## src/rtl/pcj_pkg.sv

```systemverilog
package pcj_pkg;
  typedef enum logic [2:0] {
    CC_ZCLR = 3'd0,
    CC_ZSET = 3'd1,
    CC_CCLR = 3'd2,
    CC_CSET = 3'd3,
    CC_NSET = 3'd4,
    CC_SGE  = 3'd5,
    CC_SLT  = 3'd6,
    CC_ALW  = 3'd7
  } cc_e;

  localparam logic [2:0] JMP_OPCODE = 3'b001;
endpackage

```

## src/rtl/pcj_cond.sv

```systemverilog
module pcj_cond
  import pcj_pkg::*;
(
  input  cc_e  cc,
  input  logic fn,
  input  logic fz,
  input  logic fc,
  input  logic fv,
  output logic hit
);
  always_comb begin
    unique case (cc)
      CC_ZCLR: hit = ~fz;
      CC_ZSET: hit = fz;
      CC_CCLR: hit = ~fc;
      CC_CSET: hit = fc;
      CC_NSET: hit = fn;
      CC_SGE:  hit = ~(fn ^ fv);
      CC_SLT:  hit = fn ^ fv;
      default: hit = 1'b1;
    endcase
  end
endmodule

```

## src/rtl/pcj_target.sv

```systemverilog
module pcj_target #(
  parameter int PC_W  = 16,
  parameter int OFF_W = 10
) (
  input  logic [PC_W-1:0]  pc,
  input  logic [OFF_W-1:0] off,
  output logic [PC_W-1:0]  tgt
);
  localparam int EXT_W = PC_W - OFF_W - 1;

  logic [PC_W-1:0] byte_off;

  // sign-extend the word offset and scale it to bytes
  assign byte_off = {{EXT_W{off[OFF_W-1]}}, off, 1'b0};
  assign tgt      = pc + PC_W'(2) + byte_off;
endmodule

```

## src/rtl/pcj_step.sv

```systemverilog
module pcj_step #(
  parameter int PC_W = 16
) (
  input  logic [PC_W-1:0] pc,
  input  logic [1:0]      words,
  output logic [PC_W-1:0] nxt
);
  assign nxt = pc + PC_W'({words, 1'b0});
endmodule

```

## src/rtl/pcj_core.sv

```systemverilog
module pcj_core #(
  parameter int              PC_W     = 16,
  parameter int              OFF_W    = 10,
  parameter logic [PC_W-1:0] RST_ADDR = 16'hC000
) (
  input  logic                 clk,
  input  logic                 rst,
  input  logic                 adv_en,
  input  logic [1:0]           adv_words,
  input  logic                 jmp_en,
  input  logic [OFF_W+5:0]     jmp_word,
  input  logic                 br_en,
  input  logic [PC_W-1:0]      br_addr,
  input  logic                 flag_n,
  input  logic                 flag_z,
  input  logic                 flag_c,
  input  logic                 flag_v,
  output logic [PC_W-1:0]      pc_o,
  output logic                 taken_o
);
  import pcj_pkg::*;

  localparam int              CC_LSB   = OFF_W;
  localparam int              OPC_LSB  = OFF_W + 3;
  localparam logic [PC_W-1:0] EVEN_MSK = ~PC_W'(1);
  localparam logic [PC_W-1:0] RST_EVEN = RST_ADDR & EVEN_MSK;

  logic [PC_W-1:0] pc_q, pc_d, jmp_tgt, adv_pc, seq_pc;
  logic            tk_q, tk_d;
  logic            is_jmp, cc_hit;
  cc_e             cc;

  assign is_jmp = (jmp_word[OPC_LSB +: 3] == JMP_OPCODE);
  assign cc     = cc_e'(jmp_word[CC_LSB +: 3]);
  assign seq_pc = pc_q + PC_W'(2);

  pcj_cond u_cond (
    .cc  (cc),
    .fn  (flag_n),
    .fz  (flag_z),
    .fc  (flag_c),
    .fv  (flag_v),
    .hit (cc_hit)
  );

  pcj_target #(.PC_W(PC_W), .OFF_W(OFF_W)) u_tgt (
    .pc  (pc_q),
    .off (jmp_word[OFF_W-1:0]),
    .tgt (jmp_tgt)
  );

  pcj_step #(.PC_W(PC_W)) u_step (
    .pc    (pc_q),
    .words (adv_words),
    .nxt   (adv_pc)
  );

  // branch load > jump > fetch advance > hold
  always_comb begin
    pc_d = pc_q;
    tk_d = 1'b0;
    if (br_en) begin
      pc_d = br_addr & EVEN_MSK;
    end else if (jmp_en) begin
      if (is_jmp && cc_hit) begin
        pc_d = jmp_tgt;
        tk_d = 1'b1;
      end else begin
        pc_d = seq_pc;
      end
    end else if (adv_en) begin
      pc_d = adv_pc;
    end
  end

  always_ff @(posedge clk) begin
    if (rst) begin
      pc_q <= RST_EVEN;
      tk_q <= 1'b0;
    end else begin
      pc_q <= pc_d;
      tk_q <= tk_d;
    end
  end

  assign pc_o    = pc_q;
  assign taken_o = tk_q;
endmodule

```

## config.mk

```make
export PLATFORM = sky130hd
export DESIGN_NAME = pcj_core
export DESIGN_NICKNAME = d
export VERILOG_FILES = /design/src/rtl/pcj_pkg.sv /design/src/rtl/pcj_cond.sv /design/src/rtl/pcj_target.sv /design/src/rtl/pcj_step.sv /design/src/rtl/pcj_core.sv
export SDC_FILE = /design/constraint.sdc
export NUM_CORES = 1
export LEC_CHECK = 0
export ABC_CLOCK_PERIOD_IN_PS = 4500
export BUFFER_PORTS_ARGS = -buffer_cell sky130_fd_sc_hd__buf_4
export CORE_MARGIN = 1
export CORE_UTILIZATION = 35
export DETAILED_ROUTE_END_ITERATION = 10
export HOLD_SLACK_MARGIN = 0.06
export PLACE_DENSITY_LB_ADDON = 0.15
export SKIP_LAST_GASP = 1
export SLEW_MARGIN = 15
export SYNTH_ARGS = -nofsm -noshare
export SYNTH_HDL_FRONTEND = slang
export SYNTH_SLANG_ARGS = --single-unit
```

## constraint.sdc

```tcl
create_clock -name clk -period 4.5 [get_ports clk]
set_input_delay 0.675 -clock clk [delete_from_list [all_inputs] [get_ports clk]]
set_output_delay 0.675 -clock clk [all_outputs]
set_load 0.05 [all_outputs]
```

Word-level counts from Yosys, hierarchy flattened
Cells that the tools add are included.
W data, S select, Z words.
{ "word_totals": {"elab_cells": 30, "out_inout_bits": 17, "ff_bits": 17, "inputBits": 43} }
{ "classes": {"n_bitwise": 5, "eq_ne": 7, "reduce_logical": 6, "mux": 6, "add_sub_neg": 3} }
{ "ops": {"columns": ["op", "n"], "rows": [
  ["$mux W16", 4],
  ["$add A16 B16 Y16", 1],
  ["$add A16 B2 Y16 const B", 1],
  ["$add A16 B3 Y16", 1],
  ["$eq A3 B3 Y1 const B", 3],
  ["$pmux W1 S7", 1],
  ["$eq A3 B1 Y1 const B", 2],
  ["$eq A3 B2 Y1 const B", 2],
  ["$not A1 Y1", 4],
  ["$logic_not A3 Y1", 1],
  ["$reduce_bool A3 Y1", 1],
  ["$reduce_or A3 Y1", 1],
  ["$reduce_bool A2 Y1", 1],
  ["$reduce_or A2 Y1", 1],
  ["$logic_and A1 B1 Y1", 1],
  ["$mux W1", 1],
  ["$xor A1 B1 Y1", 1]
]} }

Longest topological paths before layout
Gate-level depths: netlist of the first run.
{ "logic_depth": {"depth_word": 7, "depth_mapped": 13, "ltp_nobuf": 12} }

Cells and area by module
Synthesis of the first run repeated with hierarchy kept, for this count alone.
{ "unflattened": {"cells_unflattened": 353, "hier_area_um2": 2650.0} }
{ "modules_own_cells": {"columns": ["module", "instances", "cells_each", "seq_area_each_um2", "area_each_um2"], "rows": [
  ["pcj_core", 1, 192, 340.3, 1358.8],
  ["pcj_target", 1, 109, 0.0, 869.6],
  ["pcj_step", 1, 43, 0.0, 344.1],
  ["pcj_cond", 1, 9, 0.0, 77.6]
]} }

Worst setup path before layout of the first run
OpenSTA, ideal clock, no wires.
{ "synth_timing": {"path_type": "register to register", "startpoint": "register pc_q[3], in the netlist pc_o[3]", "endpoint": "register pc_q[15], in the netlist pc_o[15]", "slack_ps": 1325, "stages_incl_launch_ff": 13, "t_arrival_ps": 3058, "setup_ps": 117, "path_buffers": 1, "required_ps": 4383, "path_cell_list": "dfxtp_1 > buf_2 > nand3_1 > nor3_1 > and3_1 > xor2_1 > ha_1 > a21oi_1 > o21ai_0 > a211oi_1 > a21oi_1 > mux2_2 > o22a_1"} }
{ "synth_via": {"elab_chain_cells": 5, "elab_cells_between_ends": 7} }
{ "synth_rtl": {"columns": ["element", "line_no", "text"], "rows": [
  ["start, declared", "pcj_core.sv:28", "logic [PC_W-1:0] pc_q, pc_d, jmp_tgt, adv_pc, seq_pc;"],
  ["start signal, assigned", "pcj_core.sv:81", "pc_q <= pc_d;"],
  ["$add A16 B2 Y16", "pcj_target.sv:15, pcj_core.sv:35", null],
  ["$add A16 B16 Y16", "pcj_target.sv:15", "assign tgt = pc + PC_W'(2) + byte_off;"],
  ["$mux W16", "pcj_core.sv:65", "if (is_jmp && cc_hit) begin"],
  ["$mux W16 *", "pcj_core.sv:64", "end else if (jmp_en) begin"],
  ["$mux W16 *", "pcj_core.sv:62", "if (br_en) begin"]
]} }
Mark *: on every way between the ends. The rest lies on a longest branch, timed or not. The select of a mux whose other input is x is not followed.
A chain may end at the register's enable or synchronous reset.

Worst setup path after layout of the first run
Ends and elaborated chain as after synthesis.

==> results of run 1 <==
[area by class of cell]
| type | instances | area (um^2) | share of cell area [%] |
|---|---|---|---|
| multi-input combinational | 262 | 1850 | 65.8 |
| timing repair buffer | 57 | 428 | 15.2 |
| sequential | 16 | 320 | 11.4 |
| tap | 77 | 96.3 | 3.43 |
| inverter | 20 | 75.1 | 2.67 |
| clock buffer | 3 | 41.3 | 1.47 |
[power by group through the flow]
stage | Combinational, mW | Clock [mW] | Sequential, mW
2_1_floorplan | 0.186 | 0 | 0.206
3_3_place_gp | 0.304 | 0 | 0.179
3_5_place_dp | 0.306 | 0 | 0.180
4_1_cts | 0.308 | 0.117 | 0.176
5_1_grt | 0.338 | 0.125 | 0.179
6_report | 0.309 | 0.117 | 0.177
[routing by layer]
metal	GRT usage, %	vias up	wire [um]
li1	-	1256	-
met5	0	-	0
met3	2.67	12	397
met1	29.6	1147	3480
met2	33.8	95	3340
met4	6.93	0	140
[critical path, stage by stage, from the launching register on]
cell and delay [ps]:
dfxtp_1 530, nand3_1 270, nor3_1 380, and3_1 220, xor2_1 230, ha_1 320, a21oi_1 230, o21ai_0 140
a211oi_1 220, a21oi_1 100, mux2_2 290, o22a_1 170
[path summary, 6_finish.rpt]
path	startpoint	cells after the start	to	slack (ps)
max	pc_o[3]	11	pc_o[15]	1270
min	br_addr[7]	3	pc_o[7]	670
max reg2reg	pc_o[3]	11	pc_o[15]	1270
min reg2reg	pc_o[14]	3	pc_o[14]	750
[sequential cells by signal, summed over array words and instances (netlist names)]
| name | count |
|---|---|
| pc_o | 15 |
| taken_o | 1 |
[through the flow]
stage                     hold WS (ps)  worst slack [ps]  power, mW  utilization [%]  cell area (um^2)
final                              668              1270      0.603             44.0              2810
after global routing               667               934      0.642             44.0              2810
after CTS                          664              1270      0.601             44.0              2810
after detailed placement           723              1310      0.486             43.4              2770
after global placement             734              1320      0.484             43.4              2770
after floorplan                    821              1330      0.392                -              2320
[synth_stat cells (2+ instances only)]
cell type   n
a21oi_1    25
nand2_1    26
o22ai_1     8
and3_1      3
a311oi_1    2
a32o_1      2
nor2b_1     2
a31oi_1     3
clkbuf_1    7
mux2i_1     4
nand4_1     5
xor2_1     15
or3_1       4
nor3_1     13
dfxtp_1    16
nand3b_1    2
o221ai_1    2
o21a_1      2
nor4_1      8
o211ai_1    7
fa_1        2
a211oi_1    5
a221o_1     2
o32a_1      2
o21ai_1     4
nand2b_1    5
nand3_1    13
buf_4       2
xnor2_1    18
a211oi_2    2
buf_2       5
o31ai_1     2
a21boi_1    2
inv_1      19
o21ai_0    14
ha_1       20
nor2_1     15
[logic make-up after synthesis]
group / count (synthesis) / synth area share [%]
AOI/OAI and AO/OA: 93 / 26.8
xor gates and xnor gates: 33 / 12.4
adders and majority gates: 22 / 12.5
buffers and inverters: 35 / 6.57
DFF: 16 / 13.8
muxes: 5 / 2.21
other: 1 / 0.161
and+or+nand+nor: 108 / 25.6
[layout by cell type, fill, tap and decap left out, types with 2 or more instances in the layout]
master / instances
fa_1: 2
ha_1: 20
a221o_1: 2
o31ai_1: 2
xnor2_1: 18
a21boi_1: 2
nand3_1: 13
a311oi_1: 2
nand4_1: 5
o22ai_1: 8
o32a_1: 2
inv_1: 19
and3_1: 3
o21a_1: 2
a32o_1: 2
nor2b_1: 2
mux2i_1: 4
a211oi_2: 2
a21oi_1: 25
nand3b_1: 2
nor3_1: 13
o21ai_1: 4
nor4_1: 8
buf_4: 57
a211oi_1: 5
or3_1: 4
dfxtp_1: 16
xor2_1: 15
nor2_1: 15
a31oi_1: 3
o221ai_1: 2
clkbuf_8: 3
o21ai_0: 14
nand2b_1: 5
nand2_1: 26
o211ai_1: 7
==> summary.md, run 1 <==
| Metric | Value |
|---|---|
| Outcome | finished, final reports clean |
| Iteration-0 DRC Markers | 191 |
| Sw power | 0.263 mW |
| Drt via density | 5.77 |
| Clock slew at reported path FFs | 80 ps |
| Area Growth Syn to Fin | 21.0% |
| Post-synthesis sequential area ratio | 13.8% |
| Avg Synthesized Cell Area | 7.43 um^2 |
| GR Overflow Total | 0 |
| Num Clock Sinks | 16 |
| Synth Register Bits | 16 |
| Sequential Power Share | 29.3% |
| Post-CTS sizing | 0 |
| Starting Density | 36.4% |
| Cell area after synthesis | 2320 um^2 |
| Longest Clk Path Bufs | 2 |
| Initial antenna violation count | 0 |
| IO Pins | 60 |
| Cell Rows | 29 |
| Final Net Count | 425 |
| Worst setup SP type | flop |
| Via count | 2510 |
| Later-pin clock latency in the skew report | 260 ps |
| Post-synth EDFFs | 0 |
| Worst EP arrival | 3380 ps |
| Peak Freq | 309 MHz |
| Post-CTS Setup Bufs | 0 |
| CP Capture Type | flop |
| IO Port Bufs | 57 |
| RSZ-0062 raised after global routing | false |
| Main area contributors after synthesis | dfxtp_1 14%, ha_1 11%, xnor2_1 6.8%, xor2_1 5.7%, a21oi_1 5.4% |
| Vias in the first global route | 2358 |
| Max transition margin | 55.3% |
| Final ANT Viol Nets | 0 |
| RePlAce Congestion | 0.961 |
| Yosys warnings | 0 |
| Sw Share | 43.7% |
| Placed cells | 432 |
| Root buffer cell | clkbuf_8 |
| Mean routed wirelength per cell | 16.9 um |
| Core area | 6390 um^2 |
| First-pass GRT wire length | 11900 um |
| # fillers | 677 |
| All-Layer GR Usage | 21.2% |
| P per Cell Area | 214 nW/um^2 |
| Layout cells sized above 1 | 20.1% |
| Setup TNS Final | 0 ps |
| Mapped Nets | 378 |
| Cells after Synth | 313 |
| Critical path required time | 4650 ps |
| P_int | 0.339 mW |
| Gate power share | 51.3% |
| Setup CP Type | reg -> reg |
| Layout Cells excl Fill | 435 |
| CTS HTree Levels | 1 |
| CTS buffer count | 3 |
| Worst-Margin Slew | 664 ps |
| Largest net degree at the start of global routing | 19 |
| Post-CTS Hold Buffers | 0 |
| CTS tree | yes |
| Maximum vdd drop | 97.6 uV |
| Top FF cell, synth | dfxtp_1 |
| Die height | 83.5 um |
| Synth area leader | dfxtp_1 |
| Crit path max fanout | 10 |
| Detailed-route DRC error count | 0 |
| Routed WL | 7360 um |
| ANT cells | 0 |
| Post-synth top area share | 13.8% |
| Leakage power | 1.19 nW |
| Die Area | 6970 um^2 |
| Clock power share | 19.4% |
| Final cycle utilization of the critical path | 71.9% |
| DR pass1 iterations | 5 |
| Horiz. Die Dim | 83.5 um |
| Final setup violation count | 0 |
| Asr flop ratio synth | 0% |
| Synth unique cells | 62 |
| Worst Hold Class | in -> reg |
| Max-slew violations | 0 |
| Final hold violation count | 0 |
| Clock skew | 9.07 ps |
| Minimum clock period | 3230 ps |
| Final HPWL DP | 5760 um |
| Max-cap violations | 0 |
(Power assumes the default switching activity.)
==> run 2, diff against run 1 <==
--- a/config.mk
+++ b/config.mk
@@ -5,7 +5,7 @@
 export SDC_FILE = /design/constraint.sdc
 export NUM_CORES = 1
 export LEC_CHECK = 0
-export ABC_CLOCK_PERIOD_IN_PS = 4500
+export ABC_CLOCK_PERIOD_IN_PS = 3400
 export BUFFER_PORTS_ARGS = -buffer_cell sky130_fd_sc_hd__buf_4
 export CORE_MARGIN = 1
 export CORE_UTILIZATION = 35
==> constraint.sdc (replaced) <==
create_clock -name clk -period 3.4 [get_ports clk]
set_input_delay 0.51 -clock clk [delete_from_list [all_inputs] [get_ports clk]]
set_output_delay 0.51 -clock clk [all_outputs]
set_load 0.05 [all_outputs]
==> run 2 against run 1 <==
Sequential cell count is the same. Non-clock buffer count increased by 7. Design area increased by 2.5%. Highest routed layer unchanged. Clock power increased by 55%. Final cell count rose by 1.8%. Critical path type unchanged. Critical endpoint is now pc_o[12]. First-iteration DRC count fell by 8.9%. Worst hold slack got worse by 170 ps. Setup slack worse by 950 ps. Routed wire length grew 1.6%. Largest cell class unchanged. Clock skew decreased by 8.1 ps.
==> summary.md, run 2 (same netlist as run 1, synthesis figures left out) <==
| Metric | Value |
|---|---|
| Crit path capture | pc_o[12] (was pc_o[15]) |
| Starting Density | 36.4% (unchanged) |
| CTS tree | yes (unchanged) |
| RSZ-0062 raised after global routing | false (unchanged) |
| Final HPWL DP | 5880 um (was 5760 um) |
| Post-CTS Setup Bufs | 0 (unchanged) |
| Gate power share | 51.2% (was 51.3%) |
| FF-to-FF End | pc_o[12] (was pc_o[15]) |
| Routed WL | 7480 um (was 7360 um) |
| Critical path required time | 3550 ps (was 4650 ps) |
| Root buffer cell | clkbuf_8 (unchanged) |
| Largest net degree at the start of global routing | 19 (unchanged) |
| Sequential Power Share | 27.2% (was 29.3%) |
| CTS HTree Levels | 1 (unchanged) |
| Crit path max fanout | 6 (was 10) |
| Setup CP Type | reg -> reg (unchanged) |
| Final setup violation count | 0 (unchanged) |
| CTS buffer count | 3 (unchanged) |
| # fillers | 673 (was 677) |
| Post-CTS Hold Buffers | 0 (unchanged) |
| All-Layer GR Usage | 21.1% (was 21.2%) |
| Sw power | 0.354 mW (was 0.263 mW) |
| Max-slew violations | 0 (unchanged) |
| Peak Freq | 324 MHz (was 309 MHz) |
| Maximum vdd drop | 154 uV (was 97.6 uV) |
| Clock slew at reported path FFs | 70 ps (was 80 ps) |
| DR pass1 iterations | 4 (was 5) |
| Worst Hold Class | in -> reg (unchanged) |
| Detailed-route DRC error count | 0 (unchanged) |
| Clock power share | 21.6% (was 19.4%) |
| P_int | 0.481 mW (was 0.339 mW) |
| Max transition margin | 55.2% (was 55.3%) |
| Drt via density | 5.57 (was 5.77) |
| Max-cap violations | 0 (unchanged) |
| First-pass GRT wire length | 11900 um (about the same) |
| Leakage power | 1.23 nW (was 1.19 nW) |
| Critical Path Start | pc_o[1] (was pc_o[3]) |
| Setup TNS Final | 0 ps (unchanged) |
| Post-CTS sizing | 0 (unchanged) |
| ANT cells | 0 (unchanged) |
| Core area | 6390 um^2 (unchanged) |
| Clock skew | 0.937 ps (was 9.07 ps) |
| Worst setup SP type | flop (unchanged) |
| Largest register FFs | 15 (unchanged) |
| RePlAce Congestion | 0.956 (was 0.961) |
| R2r worst-path depth | 11 (unchanged) |
| Hold slack | 501 ps (was 668 ps) |
| Horiz. Die Dim | 83.5 um (unchanged) |
| IO Port Bufs | 57 (unchanged) |
| Later-pin clock latency in the skew report | 260 ps (about the same) |
| Die height | 83.5 um (unchanged) |
| Most common cell after layout, fill and taps aside | buf_4 (unchanged) |
| Area Growth Syn to Fin | 24.1% (was 21.0%) |
| Minimum clock period | 3090 ps (was 3230 ps) |
| P per Cell Area | 290 nW/um^2 (was 214 nW/um^2) |
| Initial antenna violation count | 0 (unchanged) |
| Final cycle utilization of the critical path | 90.8% (was 71.9%) |
| Commonest non-fill, non-tap cells in the layout | 64 x buf_4, 26 x nand2_1, 25 x a21oi_1 (was 57 x buf_4, 26 x nand2_1, 25 x a21oi_1) |
| Iteration-0 DRC Markers | 174 (was 191) |
| R2R Path Start | pc_o[1] (was pc_o[3]) |
| Worst EP arrival | 3230 ps (was 3380 ps) |
| Die Area | 6970 um^2 (unchanged) |
| Final hold violation count | 0 (unchanged) |
| Final ANT Viol Nets | 0 (unchanged) |
| Sw Share | 42.3% (was 43.7%) |
| Worst-Margin Slew | 670 ps (was 664 ps) |
| Outcome | finished, final reports clean (unchanged) |
| Final Net Count | 432 (was 425) |
| IO Pins | 60 (unchanged) |
| Mean routed wirelength per cell | 16.9 um (about the same) |
| CP Capture Type | flop (unchanged) |
| Longest Clk Path Bufs | 2 (unchanged) |
| Layout cells sized above 1 | 22.1% (was 20.1%) |
| GR Overflow Total | 0 (unchanged) |
| Cell Rows | 29 (unchanged) |
| Num Clock Sinks | 16 (unchanged) |
| R2R setup slack | 310 ps (was 1270 ps) |
| Vias in the first global route | 2347 (was 2358) |
| Via count | 2466 (was 2510) |
## run 2: worst min path at each step
stage	endpoint	cells past startpoint	from
after floorplan	pc_o[7]	2	br_addr[7]
after global placement	pc_o[12]	3	pc_o[12]
after detailed placement	pc_o[14]	3	pc_o[14]
after CTS	pc_o[4]	2	br_addr[4]
after global routing	pc_o[4]	2	br_addr[4]
final	pc_o[7]	3	br_addr[7]
## run 2: layout make-up
type	instances	area (um^2)	area share [%]
flip-flops and latches	16	320	11.1
clock buffers	4	55.1	1.91
well taps	77	96.3	3.34
multi-input cells	262	1860	64.4
repair buffers	64	480	16.7
inverters	20	75.1	2.60
## run 2: per-stage QoR
step / utilization, % / power, mW / instance area, um^2 / std cells / worst slack, ps
after global routing: 45.2 / 0.885 / 2880 / 443 / 76.7
after CTS: 45.1 / 0.832 / 2880 / 443 / 282
after global placement: 44.2 / 0.649 / 2820 / 439 / 346
after floorplan: - / 0.518 / 2320 / 313 / 225
final: 45.2 / 0.835 / 2880 / 443 / 313
after detailed placement: 44.2 / 0.653 / 2820 / 439 / 314
## run 2: power groups by stage
stage / combinational, mW / sequential, mW / clock, mW
after floorplan: 0.246 / 0.273 / 0
after global placement: 0.419 / 0.230 / 0
after detailed placement: 0.423 / 0.231 / 0
after CTS: 0.424 / 0.226 / 0.181
after global routing: 0.464 / 0.229 / 0.191
final: 0.428 / 0.227 / 0.181
## run 2: per-layer routing
metal	vias up	track usage, %	part of all wire [%]	wire (um)
met3	7	1.88	7.0	523
met5	-	0	0	0
met2	85	33.3	44	3310
met4	0	5.24	1.1	79
li1	1265	-	-	-
met1	1109	30.9	48	3560
## run 2: critical path, stage by stage (launching register included)
cell,delay [ps]
dfxtp_1,460
ha_1,340
nand2_1,210
nor2_1,180
xor2_1,310
ha_1,310
nand2_1,110
inv_1,50
a221o_1,330
or3_1,320
a211oi_1,270
nor3_1,90
